File: config.mk
export PLATFORM = sky130hd
export DESIGN_NAME = pm_evt_sci
export DESIGN_NICKNAME = d
export VERILOG_FILES = /design/src/rtl/pm_evt_pkg.sv /design/src/rtl/pm_fixed_regs.sv /design/src/rtl/pm_gpe_regs.sv /design/src/rtl/pm_apm_ctl.sv /design/src/rtl/pm_evt_sci.sv
export SDC_FILE = /design/constraint.sdc
export NUM_CORES = 1
export LEC_CHECK = 0
export BUFFER_PORTS_ARGS = -buffer_cell sky130_fd_sc_hd__buf_2
export CAP_MARGIN = 10
export CELL_PAD_IN_SITES_DETAIL_PLACEMENT = 0
export CELL_PAD_IN_SITES_GLOBAL_PLACEMENT = 2
export CORE_ASPECT_RATIO = 1.2
export CORE_UTILIZATION = 32
export DETAILED_ROUTE_END_ITERATION = 10
export HOLD_SLACK_MARGIN = 0.03
export PLACE_DENSITY_LB_ADDON = 0.1
export SLEW_MARGIN = 30
export SYNTH_ARGS = -nofsm -noshare
export SYNTH_HDL_FRONTEND = slang
export SYNTH_SLANG_ARGS = --single-unit
File: constraint.sdc
create_clock -name clk -period 1.6 [get_ports clk]
set_clock_uncertainty 0.1 [all_clocks]
set_input_delay 0.24 -clock clk [delete_from_list [all_inputs] [get_ports clk]]
set_output_delay 0.24 -clock clk [all_outputs]
set_load 0.05 [all_outputs]
File: src/rtl/pm_evt_pkg.sv
package pm_evt_pkg;
  localparam int PM1_W   = 16;
  localparam int TMR_BIT = 0;
  localparam int GLK_BIT = 5;
  localparam int PWR_BIT = 8;
  localparam int RTC_BIT = 10;
  localparam logic [PM1_W-1:0] PM1_IMPL =
    PM1_W'((1 << TMR_BIT) | (1 << GLK_BIT) | (1 << PWR_BIT) | (1 << RTC_BIT));
  localparam int GPE_PCI_BIT = 1;
  localparam int GPE_CPU_BIT = 2;
  localparam logic [7:0] GPE_SCI_MASK = 8'((1 << GPE_PCI_BIT) | (1 << GPE_CPU_BIT));
  localparam logic [7:0] CMD_SCI_ON  = 8'hF1;
  localparam logic [7:0] CMD_SCI_OFF = 8'hF0;
  localparam int SMI_GATE_BIT = 1;
endpackage

File: src/rtl/pm_fixed_regs.sv
module pm_fixed_regs
  import pm_evt_pkg::*;
(
  input  logic             clk,
  input  logic             rst,
  input  logic             we_sts_lo,
  input  logic             we_sts_hi,
  input  logic             we_en_lo,
  input  logic             we_en_hi,
  input  logic [7:0]       wdata,
  input  logic             evt_tmr,
  input  logic             evt_glk,
  input  logic             evt_pwr,
  input  logic             evt_rtc,
  output logic [PM1_W-1:0] sts,
  output logic [PM1_W-1:0] en
);
  logic [PM1_W-1:0] set_v, clr_v, en_n;

  always_comb begin
    set_v = '0;
    set_v[TMR_BIT] = evt_tmr & en[TMR_BIT] & ~sts[TMR_BIT];
    set_v[GLK_BIT] = evt_glk;
    set_v[PWR_BIT] = evt_pwr;
    set_v[RTC_BIT] = evt_rtc;
    clr_v = {(we_sts_hi ? wdata : 8'h00), (we_sts_lo ? wdata : 8'h00)};
    en_n = en;
    if (we_en_lo) en_n[7:0]  = wdata;
    if (we_en_hi) en_n[15:8] = wdata;
  end

  always_ff @(posedge clk) begin
    if (rst) begin
      sts <= '0;
      en  <= '0;
    end else begin
      sts <= (set_v | (sts & ~clr_v)) & PM1_IMPL;
      en  <= en_n & PM1_IMPL;
    end
  end
endmodule

File: src/rtl/pm_gpe_regs.sv
module pm_gpe_regs #(
  parameter int NB    = 2,
  parameter int IDX_W = 1
) (
  input  logic            clk,
  input  logic            rst,
  input  logic [IDX_W-1:0] idx,
  input  logic            we_sts,
  input  logic            we_en,
  input  logic [7:0]      wdata,
  input  logic [7:0]      set0,
  output logic [NB*8-1:0] sts_flat,
  output logic [NB*8-1:0] en_flat
);
  for (genvar b = 0; b < NB; b++) begin : g_byte
    logic [7:0] sts_q, en_q, set_b, clr_b;
    logic       hit;
    assign hit   = (idx == IDX_W'(b));
    assign set_b = (b == 0) ? set0 : 8'h00;
    assign clr_b = (we_sts && hit) ? wdata : 8'h00;
    always_ff @(posedge clk) begin
      if (rst) begin
        sts_q <= 8'h00;
        en_q  <= 8'h00;
      end else begin
        sts_q <= set_b | (sts_q & ~clr_b);
        if (we_en && hit) en_q <= wdata;
      end
    end
    assign sts_flat[b*8 +: 8] = sts_q;
    assign en_flat[b*8 +: 8]  = en_q;
  end
endmodule

File: src/rtl/pm_apm_ctl.sv
module pm_apm_ctl
  import pm_evt_pkg::*;
(
  input  logic       clk,
  input  logic       rst,
  input  logic       cmd_we,
  input  logic       ctl_we,
  input  logic       smic_we,
  input  logic [7:0] wdata,
  output logic       sci_en,
  output logic [7:0] smi_ctl,
  output logic       smi
);
  always_ff @(posedge clk) begin
    if (rst) begin
      sci_en  <= 1'b0;
      smi_ctl <= 8'h00;
      smi     <= 1'b0;
    end else begin
      smi <= cmd_we & smi_ctl[SMI_GATE_BIT];
      if (cmd_we) begin
        if (wdata == CMD_SCI_ON)       sci_en <= 1'b1;
        else if (wdata == CMD_SCI_OFF) sci_en <= 1'b0;
      end else if (ctl_we) begin
        sci_en <= wdata[0];
      end
      if (smic_we) smi_ctl <= wdata;
    end
  end
endmodule

File: src/rtl/pm_evt_sci.sv
module pm_evt_sci
  import pm_evt_pkg::*;
#(
  parameter int ADDR_W  = 4,
  parameter int GPE_LEN = 4
) (
  input  logic              clk,
  input  logic              rst,
  input  logic              reg_we,
  input  logic              reg_re,
  input  logic [ADDR_W-1:0] reg_addr,
  input  logic [7:0]        reg_wdata,
  output logic [7:0]        reg_rdata,
  input  logic              evt_tmr,
  input  logic              evt_glk,
  input  logic              evt_pwr,
  input  logic              evt_rtc,
  input  logic              evt_pci,
  input  logic              evt_cpu,
  output logic              sci,
  output logic              smi,
  output logic              sci_en,
  output logic              tmr_armed
);
  localparam int GPE_HALF = GPE_LEN / 2;
  localparam int IDX_W    = (GPE_HALF > 1) ? $clog2(GPE_HALF) : 1;
  localparam logic [ADDR_W-1:0] A_STS_LO = ADDR_W'(0);
  localparam logic [ADDR_W-1:0] A_STS_HI = ADDR_W'(1);
  localparam logic [ADDR_W-1:0] A_EN_LO  = ADDR_W'(2);
  localparam logic [ADDR_W-1:0] A_EN_HI  = ADDR_W'(3);
  localparam logic [ADDR_W-1:0] A_GPE    = ADDR_W'(4);
  localparam logic [ADDR_W-1:0] A_CTRL   = ADDR_W'(4 + GPE_LEN);
  localparam logic [ADDR_W-1:0] A_SMIC   = ADDR_W'(5 + GPE_LEN);
  localparam logic [ADDR_W-1:0] A_APM    = ADDR_W'(6 + GPE_LEN);
  localparam logic [ADDR_W-1:0] A_HALF   = ADDR_W'(GPE_HALF);

  logic [PM1_W-1:0]      pm1_sts, pm1_en;
  logic [GPE_HALF*8-1:0] gpe_sts, gpe_en;
  logic [7:0]            smi_ctl, gpe_set0, rd_mux, rdata_q;
  logic [ADDR_W-1:0]     goff;
  logic                  in_gpe, gpe_hi, sci_q;
  logic [IDX_W-1:0]      bidx;

  assign goff   = reg_addr - A_GPE;
  assign in_gpe = (reg_addr >= A_GPE) && (reg_addr < A_CTRL);
  assign gpe_hi = (goff >= A_HALF);
  assign bidx   = IDX_W'(gpe_hi ? (goff - A_HALF) : goff);

  always_comb begin
    gpe_set0 = 8'h00;
    gpe_set0[GPE_PCI_BIT] = evt_pci;
    gpe_set0[GPE_CPU_BIT] = evt_cpu;
  end

  pm_fixed_regs u_fixed (
    .clk(clk), .rst(rst),
    .we_sts_lo(reg_we && reg_addr == A_STS_LO),
    .we_sts_hi(reg_we && reg_addr == A_STS_HI),
    .we_en_lo (reg_we && reg_addr == A_EN_LO),
    .we_en_hi (reg_we && reg_addr == A_EN_HI),
    .wdata(reg_wdata),
    .evt_tmr(evt_tmr), .evt_glk(evt_glk), .evt_pwr(evt_pwr), .evt_rtc(evt_rtc),
    .sts(pm1_sts), .en(pm1_en)
  );

  pm_gpe_regs #(.NB(GPE_HALF), .IDX_W(IDX_W)) u_gpe (
    .clk(clk), .rst(rst), .idx(bidx),
    .we_sts(reg_we && in_gpe && !gpe_hi),
    .we_en (reg_we && in_gpe && gpe_hi),
    .wdata(reg_wdata), .set0(gpe_set0),
    .sts_flat(gpe_sts), .en_flat(gpe_en)
  );

  pm_apm_ctl u_apm (
    .clk(clk), .rst(rst),
    .cmd_we (reg_we && reg_addr == A_APM),
    .ctl_we (reg_we && reg_addr == A_CTRL),
    .smic_we(reg_we && reg_addr == A_SMIC),
    .wdata(reg_wdata),
    .sci_en(sci_en), .smi_ctl(smi_ctl), .smi(smi)
  );

  always_comb begin
    if (reg_addr == A_STS_LO)     rd_mux = pm1_sts[7:0];
    else if (reg_addr == A_STS_HI) rd_mux = pm1_sts[15:8];
    else if (reg_addr == A_EN_LO)  rd_mux = pm1_en[7:0];
    else if (reg_addr == A_EN_HI)  rd_mux = pm1_en[15:8];
    else if (in_gpe)               rd_mux = gpe_hi ? gpe_en[bidx*8 +: 8] : gpe_sts[bidx*8 +: 8];
    else if (reg_addr == A_CTRL)   rd_mux = {7'b0, sci_en};
    else if (reg_addr == A_SMIC)   rd_mux = smi_ctl;
    else                           rd_mux = 8'h00;
  end

  always_ff @(posedge clk) begin
    if (rst) begin
      rdata_q <= 8'h00;
      sci_q   <= 1'b0;
    end else begin
      if (reg_re) rdata_q <= rd_mux;
      sci_q <= (|(pm1_sts & pm1_en & PM1_IMPL)) |
               (|(gpe_sts[7:0] & gpe_en[7:0] & GPE_SCI_MASK));
    end
  end

  assign reg_rdata = rdata_q;
  assign sci       = sci_q;
  assign tmr_armed = pm1_en[TMR_BIT] & ~pm1_sts[TMR_BIT];
endmodule

==> run metrics, run 1 <==
crit path launch type=register; Psw=between 0.7 and 0.8 mW; residual DRC count=0; I/O pin total=34; max_cap viols=0; DR iter-0 viols=127; Clk pwr share=40.2%; total power=3.05 mW; final instance area=approximately 3400 sq um; fin crit share=94.0%; Post-Syn Area=2680 sq um; R2R Path End=reg_rdata[3]; core area=8110 sq um; post-route minimum period=1.50 ns; root buf cell=clkbuf_8; post-synth top area share=between 40% and 50%; total number of vias=2353; post-CTS setup buffers=0; reg2reg path depth=3; Critical path origin=u_fixed.en[0]; initial antenna violation count=0; WHS Path Cells=2; Comb pwr share=10.3%; reg2reg start=u_gpe.g_byte[1].en_q[3]; number of setup violations in the final report=0; top post-synthesis cells by area=dfxtp_1 (44%), a21oi_1 (8.6%), nand2_1 (7.4%); RD Place Congestion=0.745; Setup CP Type=reg -> out; HPWL after DPL=5960 um; layout cells sized above 1=26.5%; vias per cell=5.02; Setup crit end kind=primary output; DRT Pass-1 Iters=5; CP required=1.26 ns; post-cts hold buffer count=5; gr ovfl total=0; Synth Register Bits=59; unrepaired setup endpoints after global routing=false; CTS clk-pin slew, worst paths=about 0.06 ns; Syn Nets=324; placed standard-cell area=roughly 3200 sq um; syn avg cell area=8.96 sq um; slew margin rel.=61.7%; Slew Viols, Final=0; Antenna diodes=0; Post-Route WL=8300 um; first-pass GRT wire length=12700 um; Synth cell types=38; Cells after Synth=299; Routed Antenna Nets=0; R2R Setup Slk=0.23 ns; Initial Util=between 30 and 40%; Hold Crit Start=reg_wdata[4]; area growth from synthesis to final layout=26.8%; Seq/Total Area, Yosys=~44%; Pleak=1.42 nW; pwr dens=897 nW/um^2; actual slew at the worst max-slew pin=~0.57 ns; Max IR drop VDD=0.000570 V; Port-buffer cells=33; Yosys top cell by area=dfxtp_1; sw frac=about a quarter; fmax=665 MHz; Int Pwr=2.27 mW; TritonCTS clock tree=yes; number of global-route vias before repair=2286; Nets=394; status=completed; Post-CTS Resized=0; Core Rows=36; Final Hold Violating Endpoints=0; Die W=about 86 um; largest net degree at the start of global routing=56; WL/cell=17.7 um; Max clock buf depth=2; CTS sink cnt=between 50 and 60; Max FO, Critical Path=5; synth warn=0; H-tree level count=3; Worst EP arrival=approximately 1.2 ns; die area=8740 sq um; die height=102 um; GRT Total Usage=about a fifth; worst-skew pair later-pin latency=about 0.34 ns; HP Class=in -> reg; Reg power frac=49.5%; hold endpoint=u_gpe.g_byte[1].sts_q[4]; CTS Buf Count=9
cell usage in the layout, fill, tap and decap left out, types with 3 or more instances in the layout:
master | Yosys | routed
buf_2 | 3 | 33
nor2b_1 | 6 | 6
inv_1 | 10 | 9
buf_4 | 3 | 41
clkbuf_1 | 9 | 3
o22ai_1 | 3 | 3
a21oi_1 | 46 | 46
clkbuf_8 | 1 | 11
nand4_1 | 5 | 5
mux4_2 | 3 | 3
nand3_1 | 7 | 7
mux2i_1 | 14 | 14
dfxtp_1 | 59 | 59
a22oi_1 | 3 | 3
nand2b_1 | 19 | 19
nand2_1 | 53 | 53
o21ai_0 | 5 | 5
dlygate4sd3_1 | 0 | 5
a222oi_1 | 5 | 5
nor2_1 | 12 | 12
critical path, cell delays in order, from the launching register on:
cell	delay (ns)
dfxtp_1	0.42
nor2b_1	0.15
buf_2	0.26
power by group through the flow:
stage | combinational (mW) | clock (mW) | sequential, mW
after global routing | 0.339 | 1.36 | 1.51
after detailed placement | 0.306 | 0 | 1.54
after CTS | 0.317 | 1.28 | 1.51
after floorplan | 0.160 | 0 | 1.55
final | 0.314 | 1.23 | 1.51
after global placement | 0.306 | 0 | 1.54
synthesized netlist by cell type (all sizes together):
cell type / number
dfxtp: 59
nand2: 53
a21oi: 46
nand2b: 19
mux2i: 14
nor2: 13
buf: 11
clkbuf: 10
inv: 10
nand3: 7
nor2b: 7
a222oi: 5
mux4: 5
nand4: 5
o21ai: 5
a22oi: 3
ha: 3
o22ai: 3
a311oi: 2
a31oi: 2
and3: 2
and4b: 2
mux2: 2
nor3b: 2
nor4bb: 2
o32ai: 2
a211oi: 1
nand4bb: 1
nor3: 1
nor4b: 1
or2b: 1
sequential cells by signal, indices dropped and copies added, names as in the netlist:
signal	cells
u_apm.smi	1
u_apm.sci_en	1
u_apm.smi_ctl	8
u_fixed.en	4
u_gpe.g_byte.sts_q	16
reg_rdata	8
u_fixed.sts	4
sci	1
u_gpe.g_byte.en_q	16
logic make-up after synthesis:
| kind of cell | after synthesis | share of synthesized area [%] |
|---|---|---|
| AND/OR/NAND/NOR | 116 | 22.3 |
| AO/OA/AOI/OAI | 69 | 15.0 |
| flip-flops | 59 | 44.1 |
| buffers and inverters | 31 | 6.68 |
| multiplexers | 21 | 10.6 |
| adder cells (fa/ha/maj) | 3 | 1.40 |
per-layer routing:
layer | part of all wire (%) | vias to the layer above | global-route usage, %
li1 | - | 1185 | -
met1 | 44 | 1121 | 23.9
met2 | 52 | 41 | 36.4
met3 | 2.8 | 6 | 4.04
met4 | 1.0 | 0 | 7.31
met5 | 0 | - | 0
worst max-delay path by stage:
stage,endpoint,slack (ns),cells past startpoint
after floorplan,reg_rdata[1],-0.08,7
after global placement,reg_rdata[1],-0.16,7
after detailed placement,reg_rdata[1],-0.17,7
after CTS,tmr_armed,0.06,2
after global routing,tmr_armed,0.002,2
final,tmr_armed,0.1,2
cell type report:
type | count | area [sq um]
Inverter | 10 | 50.0
Clock buffer | 14 | 163
Clock inverter | 2 | 10.0
Tap cell | 95 | 119
Sequential cell | 59 | 1180
Timing Repair Buffer | 80 | 543
Fill cell | 853 | 4710
Multi-Input combinational cell | 209 | 1330
metrics by stage:
step	std cells	worst slack [ns]	util (%)	setup TNS, ns	hold slack [ns]
finish	469	0.0962	41.9	0	0.0807
global route	469	0.00189	41.9	0	0.0778
CTS	469	0.0554	41.9	0	0.0569
detailed placement	448	-0.172	39.2	-2.01	0.336
global placement	448	-0.162	39.2	-1.74	0.332
floorplan	299	-0.0811	-	-0.0811	0.228
(Power assumes the default switching activity.)
==> run 2, diff against run 1 <==
Settings changed: CORE_MARGIN from default to 2, RECOVER_POWER from default to 50.
==> run 2 against run 1 <==
Against the previous run:
- die area is 4.3% higher
- cell area is 1.3% higher
- global-route usage is 1.2 points lower
- setup slack better by 0.055 ns
- largest power group is now clock
- first-iteration DRC count is 21% lower
- count of clock-buffer cells in the layout is 3 lower
- clock power is 39% higher
==> run metrics, run 2 (synthesis results as in run 1) <==
status=completed; residual DRC count=0; Slew Viols, Final=0; Initial Util=33.0%; root buf cell=clkbuf_8; Setup CP Type=reg -> out; max_cap viols=0; WL/cell=17.4 um; number of global-route vias before repair=2300; Nets=roughly 400; post-CTS setup buffers=0; initial antenna violation count=0; Buf+Inv Stages, Crit Path=1; I/O pin total=34; TritonCTS clock tree=yes; worst-skew pair later-pin latency=0.34 ns; core area=~8100 sq um; crit path launch type=register; CTS sink cnt=59; Die W=87.5 um; Max clock buf depth=2; R2R Setup Slk=around 0.26 ns; pwr dens=1020 nW/um^2; post-route insts no fill=470; slew margin rel.=60.1%; total power=about 3.5 mW; H-tree level count=3; commonest non-fill, non-tap cell in the layout=dfxtp_1; die height=around 100 um; DR iter-0 viols=100; gr ovfl total=0; Post-Route WL=8200 um; Max IR drop VDD=0.000459 V; CP Cell Sequence=clkbuf_1; Pleak=1.41 nW; GRT Total Usage=about a fifth; layout cells sized above 1=25.1%; CP required=~1.3 ns; Max FO, Critical Path=1; Critical Path Max Stage Delay=0.46 ns; post-route minimum period=1.45 ns; most frequent cells in the layout=dfxtp_1 (58), nand2_1 (53), a21oi_1 (46); Worst path slowest cell=clkbuf_1; HP Class=in -> reg; DP Cell Count=approximately 450; Worst EP arrival=1.11 ns; fmax=690 MHz; CTS Buf Count=9; Setup crit end kind=primary output; Antenna diodes=0; area growth from synthesis to final layout=28.4%; RD Place Congestion=0.786; Final Hold Violating Endpoints=0; Port-buffer cells=33; Top Registers=u_gpe.g_byte.en_q: 16 flops, u_gpe.g_byte.sts_q: 16 flops; Layout Utilization=42.4%; HPWL after DPL=5960 um; total number of vias=about 2300; vias per cell=4.96; fin crit share=90.6%; DRT Pass-1 Iters=4; Core Rows=36; die area=~9100 sq um; number of setup violations in the final report=0; Routed Antenna Nets=0; delay-heaviest family, CP=buffers and inverters; actual slew at the worst max-slew pin=0.602 ns; unrepaired setup endpoints after global routing=false; CTS clk-pin slew, worst paths=about 0.07 ns; largest net degree at the start of global routing=43; first-pass GRT wire length=12900 um
run 2: report_power, final:
part | internal [mW] | switching, mW
Clock | 1.07 | 0.633
Sequential | 1.49 | 0.0182
Combinational | 0.135 | 0.172
run 2: stage by stage:
step / area [sq um] / hold WS [ns] / setup TNS, ns / setup WS [ns]
final: 3440 / 0.0772 / 0 / 0.151
after global routing: 3440 / 0.0729 / 0 / 0.0673
after CTS: 3490 / 0.0610 / 0 / 0.0654
after detailed placement: 3190 / 0.340 / -2.11 / -0.191
after global placement: 3190 / 0.334 / -1.78 / -0.161
after floorplan: 2700 / 0.228 / -0.0811 / -0.0811
run 2: timing repair:
| item | 4_1_cts | 5_1_grt |
|---|---|---|
| setup endpoints to repair | 0 | 1 |
| hold buffers | 5 | 0 |
| hold endpoints to repair | 5 | 0 |
| gates resized for setup | 0 | 2 |
run 2: area by class of cell:
cell class	count	area, sq um
Sequential cell	59	1180
Tap cell	95	119
Inverter	10	38.8
Fill cell	840	4670
Timing Repair Buffer	81	542
Multi-Input combinational cell	209	1320
Clock inverter	5	100
Clock buffer	11	141
run 2: layer usage:
| metal | up-vias | track usage (%) | part of all wire [%] |
|---|---|---|---|
| met2 | 35 | 31.9 | 51 |
| met5 | - | 0 | 0 |
| met4 | 0 | 6.59 | 1.5 |
| li1 | 1191 | - | - |
| met1 | 1090 | 24.3 | 45 |
| met3 | 13 | 3.25 | 2.6 |
run 2: path summary, 6_finish.rpt:
check,from,endpoint,depth (start not counted)
max,u_apm.smi,smi,1
min,reg_wdata[4],u_gpe.g_byte[1].sts_q[4],2
max reg2reg,u_gpe.g_byte[0].sts_q[1],reg_rdata[1],3
min reg2reg,u_gpe.g_byte[0].sts_q[6],u_gpe.g_byte[0].sts_q[6],2
